--- src/rtl/irqv_pkg.sv ---
package irqv_pkg;

    localparam int NSRC      = 11;
    localparam int IDXW      = $clog2(NSRC);
    localparam int NPIN      = 6;
    localparam int NFLAG     = 4;
    localparam int NSENSE    = 3;
    localparam int STRIDE_SH = 2;
    localparam int PWD_SLOT  = 11;

    localparam int SRC_PWD   = 0;
    localparam int SRC_IRQ2  = 1;
    localparam int SRC_LVL1  = 2;
    localparam int SRC_LVL0  = 3;
    localparam int SRC_SP0TX = 4;
    localparam int SRC_SP0RX = 5;
    localparam int SRC_EDGE  = 6;
    localparam int SRC_BDMA  = 7;
    localparam int SRC_SLOTA = 8;
    localparam int SRC_SLOTB = 9;
    localparam int SRC_TIMER = 10;

    localparam int PIN_IRQ2 = 0;
    localparam int PIN_LVL1 = 1;
    localparam int PIN_LVL0 = 2;
    localparam int PIN_EDGE = 3;
    localparam int PIN_IRQ1 = 4;
    localparam int PIN_IRQ0 = 5;

    typedef struct packed {
        logic [NSRC-1:0] pend;
        logic            gie;
        logic            busy;
    } ctl_t;

    typedef struct packed {
        logic s1;
        logic s2;
    } pin_t;

endpackage

--- src/rtl/irqv_pin_cond.sv ---
module irqv_pin_cond
    import irqv_pkg::*;
(
    input  logic clk,
    input  logic rst_n,
    input  logic pin_n,
    input  logic edge_mode,
    output logic live_req,
    output logic edge_evt
);

    pin_t st_d;
    pin_t st_q;

    always_comb begin
        st_d    = st_q;
        st_d.s1 = pin_n;
        st_d.s2 = st_q.s1;
    end

    always_ff @(posedge clk or negedge rst_n) begin
        if (!rst_n) begin
            st_q <= '{s1: 1'b1, s2: 1'b1};
        end else begin
            st_q <= st_d;
        end
    end

    // level: follows the sampled pin; edge: one-cycle event on a high-to-low step
    assign live_req = ~edge_mode & ~st_q.s1;
    assign edge_evt = edge_mode & st_q.s2 & ~st_q.s1;

endmodule

--- src/rtl/irqv_prio_pick.sv ---
module irqv_prio_pick #(
    parameter int N  = 11,
    parameter int IW = $clog2(N)
) (
    input  logic [N-1:0]  req,
    output logic          any,
    output logic [IW-1:0] idx
);

    always_comb begin
        any = |req;
        idx = '0;
        for (int i = N - 1; i >= 0; i--) begin
            if (req[i]) begin
                idx = IW'(i);
            end
        end
    end

endmodule

--- src/rtl/irq_vector_ctrl.sv ---
module irq_vector_ctrl
    import irqv_pkg::*;
#(
    parameter int AW = 14
) (
    input  logic              clk,
    input  logic              rst_n,
    input  logic              pin_irq2_n,
    input  logic              pin_lvl1_n,
    input  logic              pin_lvl0_n,
    input  logic              pin_edge_n,
    input  logic [NFLAG-1:0]  flag_oe,
    input  logic [NFLAG-1:0]  flag_out,
    input  logic              pin_irq1_n,
    input  logic              pin_irq0_n,
    input  logic              sp1_irq_mode,
    input  logic              pwd_req,
    input  logic              sp0_tx_req,
    input  logic              sp0_rx_req,
    input  logic              bdma_req,
    input  logic              sp1_tx_req,
    input  logic              sp1_rx_req,
    input  logic              timer_req,
    input  logic [NSRC-1:0]   sw_set,
    input  logic [NSRC-1:0]   imask,
    input  logic [NSENSE-1:0] sense_edge,
    input  logic              gie_set,
    input  logic              gie_clr,
    input  logic              ack,
    input  logic              ret,
    output logic              vec_valid,
    output logic [AW-1:0]     vec_addr
);

    ctl_t st_d;
    ctl_t st_q;

    logic [NFLAG-1:0] pad_n;
    logic [NPIN-1:0]  eff_n;
    logic [NPIN-1:0]  mode_edge;
    logic [NPIN-1:0]  pin_live;
    logic [NPIN-1:0]  pin_evt;
    logic [NSRC-1:0]  src_evt;
    logic [NSRC-1:0]  src_live;
    logic [NSRC-1:0]  gate;
    logic [NSRC-1:0]  elig;
    logic [NSRC-1:0]  clr;
    logic [IDXW-1:0]  win_idx;
    logic             win_any;
    logic             gie_w;
    logic             busy_w;

    // effective pin levels: flag output overrides the pad when enabled
    assign pad_n = {pin_edge_n, pin_lvl0_n, pin_lvl1_n, pin_irq2_n};

    for (genvar g = 0; g < NFLAG; g++) begin : g_flag
        assign eff_n[g] = flag_oe[g] ? flag_out[g] : pad_n[g];
    end
    assign eff_n[PIN_IRQ1] = pin_irq1_n;
    assign eff_n[PIN_IRQ0] = pin_irq0_n;

    // fixed and programmable sensing per pin
    assign mode_edge[PIN_IRQ2] = sense_edge[0];
    assign mode_edge[PIN_LVL1] = 1'b0;
    assign mode_edge[PIN_LVL0] = 1'b0;
    assign mode_edge[PIN_EDGE] = 1'b1;
    assign mode_edge[PIN_IRQ1] = sense_edge[1];
    assign mode_edge[PIN_IRQ0] = sense_edge[2];

    for (genvar g = 0; g < NPIN; g++) begin : g_pin
        irqv_pin_cond u_cond (
            .clk       (clk),
            .rst_n     (rst_n),
            .pin_n     (eff_n[g]),
            .edge_mode (mode_edge[g]),
            .live_req  (pin_live[g]),
            .edge_evt  (pin_evt[g])
        );
    end

    // map pins and internal pulses onto source slots
    always_comb begin
        src_evt  = '0;
        src_live = '0;

        src_evt[SRC_PWD]   = pwd_req;
        src_evt[SRC_IRQ2]  = pin_evt[PIN_IRQ2];
        src_live[SRC_IRQ2] = pin_live[PIN_IRQ2];
        src_evt[SRC_LVL1]  = pin_evt[PIN_LVL1];
        src_live[SRC_LVL1] = pin_live[PIN_LVL1];
        src_evt[SRC_LVL0]  = pin_evt[PIN_LVL0];
        src_live[SRC_LVL0] = pin_live[PIN_LVL0];
        src_evt[SRC_SP0TX] = sp0_tx_req;
        src_evt[SRC_SP0RX] = sp0_rx_req;
        src_evt[SRC_EDGE]  = pin_evt[PIN_EDGE];
        src_live[SRC_EDGE] = pin_live[PIN_EDGE];
        src_evt[SRC_BDMA]  = bdma_req;
        src_evt[SRC_TIMER] = timer_req;

        if (sp1_irq_mode) begin
            src_evt[SRC_SLOTA]  = pin_evt[PIN_IRQ1];
            src_live[SRC_SLOTA] = pin_live[PIN_IRQ1];
            src_evt[SRC_SLOTB]  = pin_evt[PIN_IRQ0];
            src_live[SRC_SLOTB] = pin_live[PIN_IRQ0];
        end else begin
            src_evt[SRC_SLOTA] = sp1_tx_req;
            src_evt[SRC_SLOTB] = sp1_rx_req;
        end
    end

    // eligibility: mask and global enable, power-down exempt; single-level lock
    always_comb begin
        gate          = imask & {NSRC{st_q.gie}};
        gate[SRC_PWD] = 1'b1;
        elig          = (st_q.pend | src_live) & gate & {NSRC{~st_q.busy}};
    end

    irqv_prio_pick #(
        .N  (NSRC),
        .IW (IDXW)
    ) u_pick (
        .req (elig),
        .any (win_any),
        .idx (win_idx)
    );

    assign vec_valid = win_any;

    always_comb begin
        if (win_idx == IDXW'(SRC_PWD)) begin
            vec_addr = AW'(PWD_SLOT) << STRIDE_SH;
        end else begin
            vec_addr = AW'(win_idx) << STRIDE_SH;
        end
    end

    // next state
    always_comb begin
        st_d = st_q;

        clr = '0;
        if (ack && win_any) begin
            clr = NSRC'(1) << win_idx;
        end

        st_d.pend = (st_q.pend & ~clr) | src_evt | sw_set;

        if (gie_clr) begin
            st_d.gie = 1'b0;
        end else if (gie_set) begin
            st_d.gie = 1'b1;
        end

        if (ret) begin
            st_d.busy = 1'b0;
        end else if (ack && win_any) begin
            st_d.busy = 1'b1;
        end
    end

    always_ff @(posedge clk or negedge rst_n) begin
        if (!rst_n) begin
            st_q <= '{pend: '0, gie: 1'b0, busy: 1'b0};
        end else begin
            st_q <= st_d;
        end
    end

    assign gie_w  = st_q.gie;
    assign busy_w = st_q.busy;

endmodule

--- config.mk ---
export PLATFORM = sky130hd
export DESIGN_NAME = irq_vector_ctrl
export DESIGN_NICKNAME = d
export VERILOG_FILES = /design/src/rtl/irqv_pkg.sv /design/src/rtl/irqv_pin_cond.sv /design/src/rtl/irqv_prio_pick.sv /design/src/rtl/irq_vector_ctrl.sv
export SDC_FILE = /design/constraint.sdc
export NUM_CORES = 1
export LEC_CHECK = 0
export ABC_AREA = 0
export CAP_MARGIN = 25
export CORE_ASPECT_RATIO = 1.2
export CORE_MARGIN = 10
export CORE_UTILIZATION = 38
export CTS_BUF_LIST = sky130_fd_sc_hd__clkbuf_4
export DETAILED_ROUTE_END_ITERATION = 6
export PLACE_DENSITY = 0.77
export SLEW_MARGIN = 10
export SYNTH_ARGS = -nofsm -noshare
export SYNTH_HDL_FRONTEND = slang
export SYNTH_SLANG_ARGS = --single-unit
--- constraint.sdc ---
create_clock -name clk -period 3.9 [get_ports clk]
set_input_delay 0.39 -clock clk [delete_from_list [all_inputs] [get_ports clk]]
set_output_delay 0.39 -clock clk [all_outputs]
set_load 0.02 [all_outputs]
==> Yosys cells after proc, flatten, opt, wreduce, memory -nomap -nowiden <==
Cells that the tools add are included.
{ "classes": {"addsub": 0, "mul": 0, "n_div": 0, "order_cmp": 0, "eq_ne": 0, "n_shift": 1, "muxes": 23, "n_bitwise": 28, "n_reduce_logical": 5} }
{ "ops": {"columns": ["cell", "n"], "rows": [
  ["11-bit bitwise AND", 4],
  ["4-bit two-way mux", 11],
  ["11-bit OR", 2],
  ["11-bit two-way mux", 1],
  ["11-bit NOT", 1],
  ["11-bit by 10-bit OR with 11-bit output", 1],
  ["11-bit OR reduction", 1],
  ["1-bit by 4-bit << shifter with 11-bit output, first input constant", 1],
  ["1-bit bitwise AND", 10],
  ["1-bit NOT", 10],
  ["1-bit two-way mux", 8],
  ["6-bit two-way mux", 1],
  ["4-bit logical NOT", 1],
  ["2-bit two-way mux", 2],
  ["2-bit nonzero test", 2],
  ["1-bit logical AND", 1]
]} }
{ "totals": {"regBits": 23, "latch_bits": 0, "ramBits": 0, "rom_bits": 0, "input_bits": 53, "out_inout_bits": 15, "word_cells": 70, "memories": 0} }

==> Longest topological paths before layout <==
{ "depth": {"ltp_word": 23, "ltp_mapped": 7, "depth_no_buf": 6} }

==> Hierarchy <==
From an unflattened synthesis, not the netlist that was laid out.
{ "unflattened": {"hier_cells": 140, "hier_area_um2": 1330.0} }
{ "by_module_without_submodules": {"columns": ["module", "n_inst", "cells_per_inst", "area_each_um2"], "rows": [
  ["irq_vector_ctrl", 1, 97, 827.0],
  ["irqv_pin_cond", 6, 4, 65.1],
  ["irqv_prio_pick", 1, 19, 112.6]
]} }

==> Worst setup path after synthesis <==
Ideal clock, no wire load.
{ "synth_timing": {"path_type": "register -> output", "startpoint": "register g_pin[0].u_cond.st_q, in the netlist g_pin[0].u_cond.st_d[0]", "endpoint": "output port vec_addr[5]", "t_arrival_ps": 1742, "path_slack_ps": 1768, "stages_incl_launch_ff": 8, "n_path_buf": 1, "cell_sequence": "dfstp_2 o21bai_1 and3_1 a31oi_1 o32a_1 buf_6 or2b_1 a21oi_1"} }
{ "synth_between": {"elab_chain_len": 9} }
{ "synth_rtl": {"columns": ["element", "line_no", "rtl"], "rows": [
  ["start: declaration", "irqv_pin_cond.sv:13", "pin_t st_q;"],
  ["start signal: assignment", "irqv_pin_cond.sv:23", "st_q <= '{s1: 1'b1, s2: 1'b1};"],
  ["start signal: assignment", "irqv_pin_cond.sv:25", "st_q <= st_d;"],
  ["1-bit NOT *", "irqv_pin_cond.sv:30", "assign live_req = ~edge_mode & ~st_q.s1;"],
  ["1-bit bitwise AND *", "irqv_pin_cond.sv:30", null],
  ["11-bit by 10-bit OR with 11-bit output *", "irq_vector_ctrl.sv:115", "elig = (st_q.pend | src_live) & gate & {NSRC{~st_q.busy}};"],
  ["11-bit bitwise AND * (2 in a row)", "irq_vector_ctrl.sv:115", null],
  ["4-bit two-way mux * (2 in a row)", "irqv_prio_pick.sv:14", "if (req[i]) begin"],
  ["4-bit logical NOT", "irq_vector_ctrl.sv:130", "if (win_idx == IDXW'(SRC_PWD)) begin"],
  ["6-bit two-way mux *", "irq_vector_ctrl.sv:130", null],
  ["end: declaration", "irq_vector_ctrl.sv:32", "output logic [AW-1:0] vec_addr"]
]} }
Mark *: on every way between the ends. The rest lies on a longest branch, timed or not.

==> Worst setup path in the final report <==
{ "layout_timing": {"startpoint": "input port sp1_irq_mode", "endpoint": "output port vec_addr[5]"} }
{ "layout_between": {"elab_chain_len": 16} }
{ "layout_rtl": {"columns": ["element", "line_no", "rtl"], "rows": [
  ["start: declaration", "irq_vector_ctrl.sv:16", "input logic sp1_irq_mode,"],
  ["2-bit two-way mux *", "irq_vector_ctrl.sv:100", "if (sp1_irq_mode) begin"],
  ["11-bit by 10-bit OR with 11-bit output *", "irq_vector_ctrl.sv:115", null],
  ["11-bit bitwise AND * (2 in a row)", "irq_vector_ctrl.sv:115", null],
  ["4-bit two-way mux", "irqv_prio_pick.sv:14", null],
  ["4-bit two-way mux * (9 in a row)", "irqv_prio_pick.sv:14", null],
  ["4-bit logical NOT", "irq_vector_ctrl.sv:130", null],
  ["6-bit two-way mux *", "irq_vector_ctrl.sv:130", null]
]} }
Marked as above.

==> impl_metrics.ini <==
[run_status]
status = complete, no violations

[clock_network]
clk_path_buf_depth = 2
ctsHoldBuffers = 0
numCtsBuffers = 3
clock_sinks = 23
clk_latency_ns = 0.32
cts_tree = built
ctsResizeCount = 0
cts_max_level = 1
path_clk_slew_ns = 0.12
post_cts_buffers = 0
root_buffer = clkbuf_4

[detailed_routing]
wl_met3_microns = 355
drcViolationCount = 0
vias = 1197
top_layer_used = met4
drt.antenna.violating_nets = 0
routed_wl_microns = 3770
drt_pass1_iterations = 4
met2WireLength_microns = 2010
wire_per_inst_microns = 16.7
met1Wirelength_microns = 1350
drt_iter0_markers = 18
via_per_inst = 5.30

[place]
dpl.hpwl_microns = 3140
gp_congestion = 0.855
place.port_buffers = 56
place_inst = 221

[floorplan]
die_w_microns = 73.6
core-area_sq_mm = 0.00334
die_h_microns = 84.3
die_area_sq_mm = 0.00621
ioPinCount = 68
start_util_pct = 39.2
rows = 23

[synthesis]
yosys.area.top_type = dfrtp_1
synthTopCellsByArea = dfrtp_1, dfstp_2, buf_4
ys_async_sr_fraction_pct = 100
yosysMostFrequentCell = nand2_1
syn_inst = 130
synth_commonest_cells = nand2_1, dfrtp_1, buf_4, dfstp_2
synthDistinctLibCells = 48
netlist_area_sq_mm = 0.00131
post-synth-top-area-fraction_pct = 24.8
ys.flop_type = dfrtp_1
ys_ff_latch = 23
synth-edff-count = 0
seq_area_frac_synth_pct = 44.9
yosys_warnings = 0
syn_avg_cell_area_sq_um = 10.1

[critical_path]
arrival_ns = 2.90
worstReg2RegStart = g_pin[5].u_cond.st_d[0]
r2r.worst_path.cells = 6
r2r-end = st_q[9]
path_max_fanout = 10
worst_ep_required_time_ns = 3.51
end_kind = output port
crit_type = input pin to output port
start_kind = input pin
r2r_setup_slack_ns = 1.69

[grt]
antenna_found_initial = 0
grt_max_degree = 24
gr-total-overflow = 0
gr-usage-all-layers_pct = 12.3
grt_pass1_wl_microns = 6310
grt_pass1_vias = 1373

[min_path]
min_path_cells = 0
min_to = g_pin[3].u_cond.st_q[0]
hold_path_class = register to register
hp-start = g_pin[3].u_cond.st_d[0]

[power]
p_leak_nw = 0.730
ir_drop_uv = 173
power.density_mw_per_mm2 = 274
power_uw = 524

[sta]
tightest_slew_ns = 0.570
timing.hold.ws_ns = 0.378
rsz0062_at_grt = no
slew_headroom_pct = 61.9
slew_violations = 0
tns_ns = 0
fin_crit_ns = 3.29
clock_skew_ns = 0.00142
fmax_ghz = 0.304
post-route-period-util_pct = 84.5
hold_viol = 0
setup_viol = 0

[final_layout]
final_cell_count_no_fill = 226
final_layout_size_suffix_gt1_share_pct = 15.3
syn_to_final_growth_pct = 45.7
diodes = 0
fin_util_pct = 57.2
fin_nets = 243
fill_cells = 312

[job]
maxCapViolCount = 0
## sequential cells by signal, summed over array words and instances (netlist names)
name               cells
st_q                  11
g_pin.u_cond.st_d      6
g_pin.u_cond.st_q      4
busy_w                 1
gie_w                  1
## cell usage in the layout (no fill, tap or decap), types with 3 or more instances in the layout
| cell | n |
|---|---|
| inv_1 | 4 |
| nor3_1 | 4 |
| dfrtp_1 | 13 |
| a31oi_1 | 4 |
| nor2_1 | 5 |
| a211o_1 | 3 |
| clkbuf_4 | 4 |
| mux2_2 | 4 |
| clkdlybuf4s50_1 | 56 |
| nand2_1 | 15 |
| o21ai_0 | 3 |
| a21oi_1 | 6 |
| nand2b_1 | 6 |
| conb_1 | 10 |
| dfstp_2 | 10 |
| nor2b_1 | 3 |
## per-stage QoR
step / setup slack, ns / instance area [sq um]
CTS: 0.567 / 1890
global route: 0.363 / 1910
finish: 0.605 / 1910
detailed placement: 0.591 / 1860
floorplan: 1.77 / 1340
global placement: 0.688 / 1860
## per-layer routing
layer / GRT usage, % / up-vias
met3: 4.12 / 4
li1: - / 570
met1: 12.3 / 566
met5: 0 / -
met2: 22.7 / 57
met4: 4.07 / 0
## power by group
part	switching, mW	total, mW	internal, mW
sequential	0.00622	0.260	0.254
combinational	0.0629	0.143	0.0800
clock	0.0741	0.121	0.0471
total	0.143	0.524	0.381
## worst max-delay path by stage
stage | slack (ns) | startpoint | depth (start not counted) | to
6_report | 0.61 | sp1_irq_mode | 8 | vec_addr[5]
5_1_grt | 0.36 | sp1_irq_mode | 8 | vec_addr[5]
4_1_cts | 0.57 | sp1_irq_mode | 8 | vec_addr[5]
3_5_place_dp | 0.59 | sp1_irq_mode | 8 | vec_addr[5]
3_3_place_gp | 0.69 | sp1_irq_mode | 8 | vec_addr[5]
2_1_floorplan | 1.77 | g_pin[0].u_cond.st_d[0] | 7 | vec_addr[5]
## worst max-delay path, cell delays in order
cell	delay (ns)
clkdlybuf4s50_1	0.57
nor3b_1	0.21
o21ai_1	0.12
a21oi_1	0.17
o32a_1	0.38
or2b_1	0.26
a21oi_1	0.16
clkdlybuf4s50_1	0.65
## cell type report
| cell class | count | area [sq um] | share of cell area, % |
|---|---|---|---|
| Multi-Input combinational cell | 101 | 654 | 34.3 |
| Clock buffer | 4 | 30.0 | 1.57 |
| Tap cell | 37 | 46.3 | 2.42 |
| Sequential cell | 23 | 588 | 30.8 |
| Inverter | 4 | 15.0 | 0.786 |
| Timing Repair Buffer | 57 | 576 | 30.1 |
## cell families (layout without fill, tap and decap cells)
family / count (synthesis) / in the layout / synth area share (%)
AND/OR/NAND/NOR: 54 / 54 / 24.8
AO/OA/AOI/OAI: 33 / 33 / 18.8
flip-flops: 23 / 23 / 44.9
buffers and inverters: 15 / 65 / 7.74
multiplexers: 4 / 4 / 3.44
other: 1 / 10 / 0.286
Note: power is estimated with default switching activity, not from simulation.
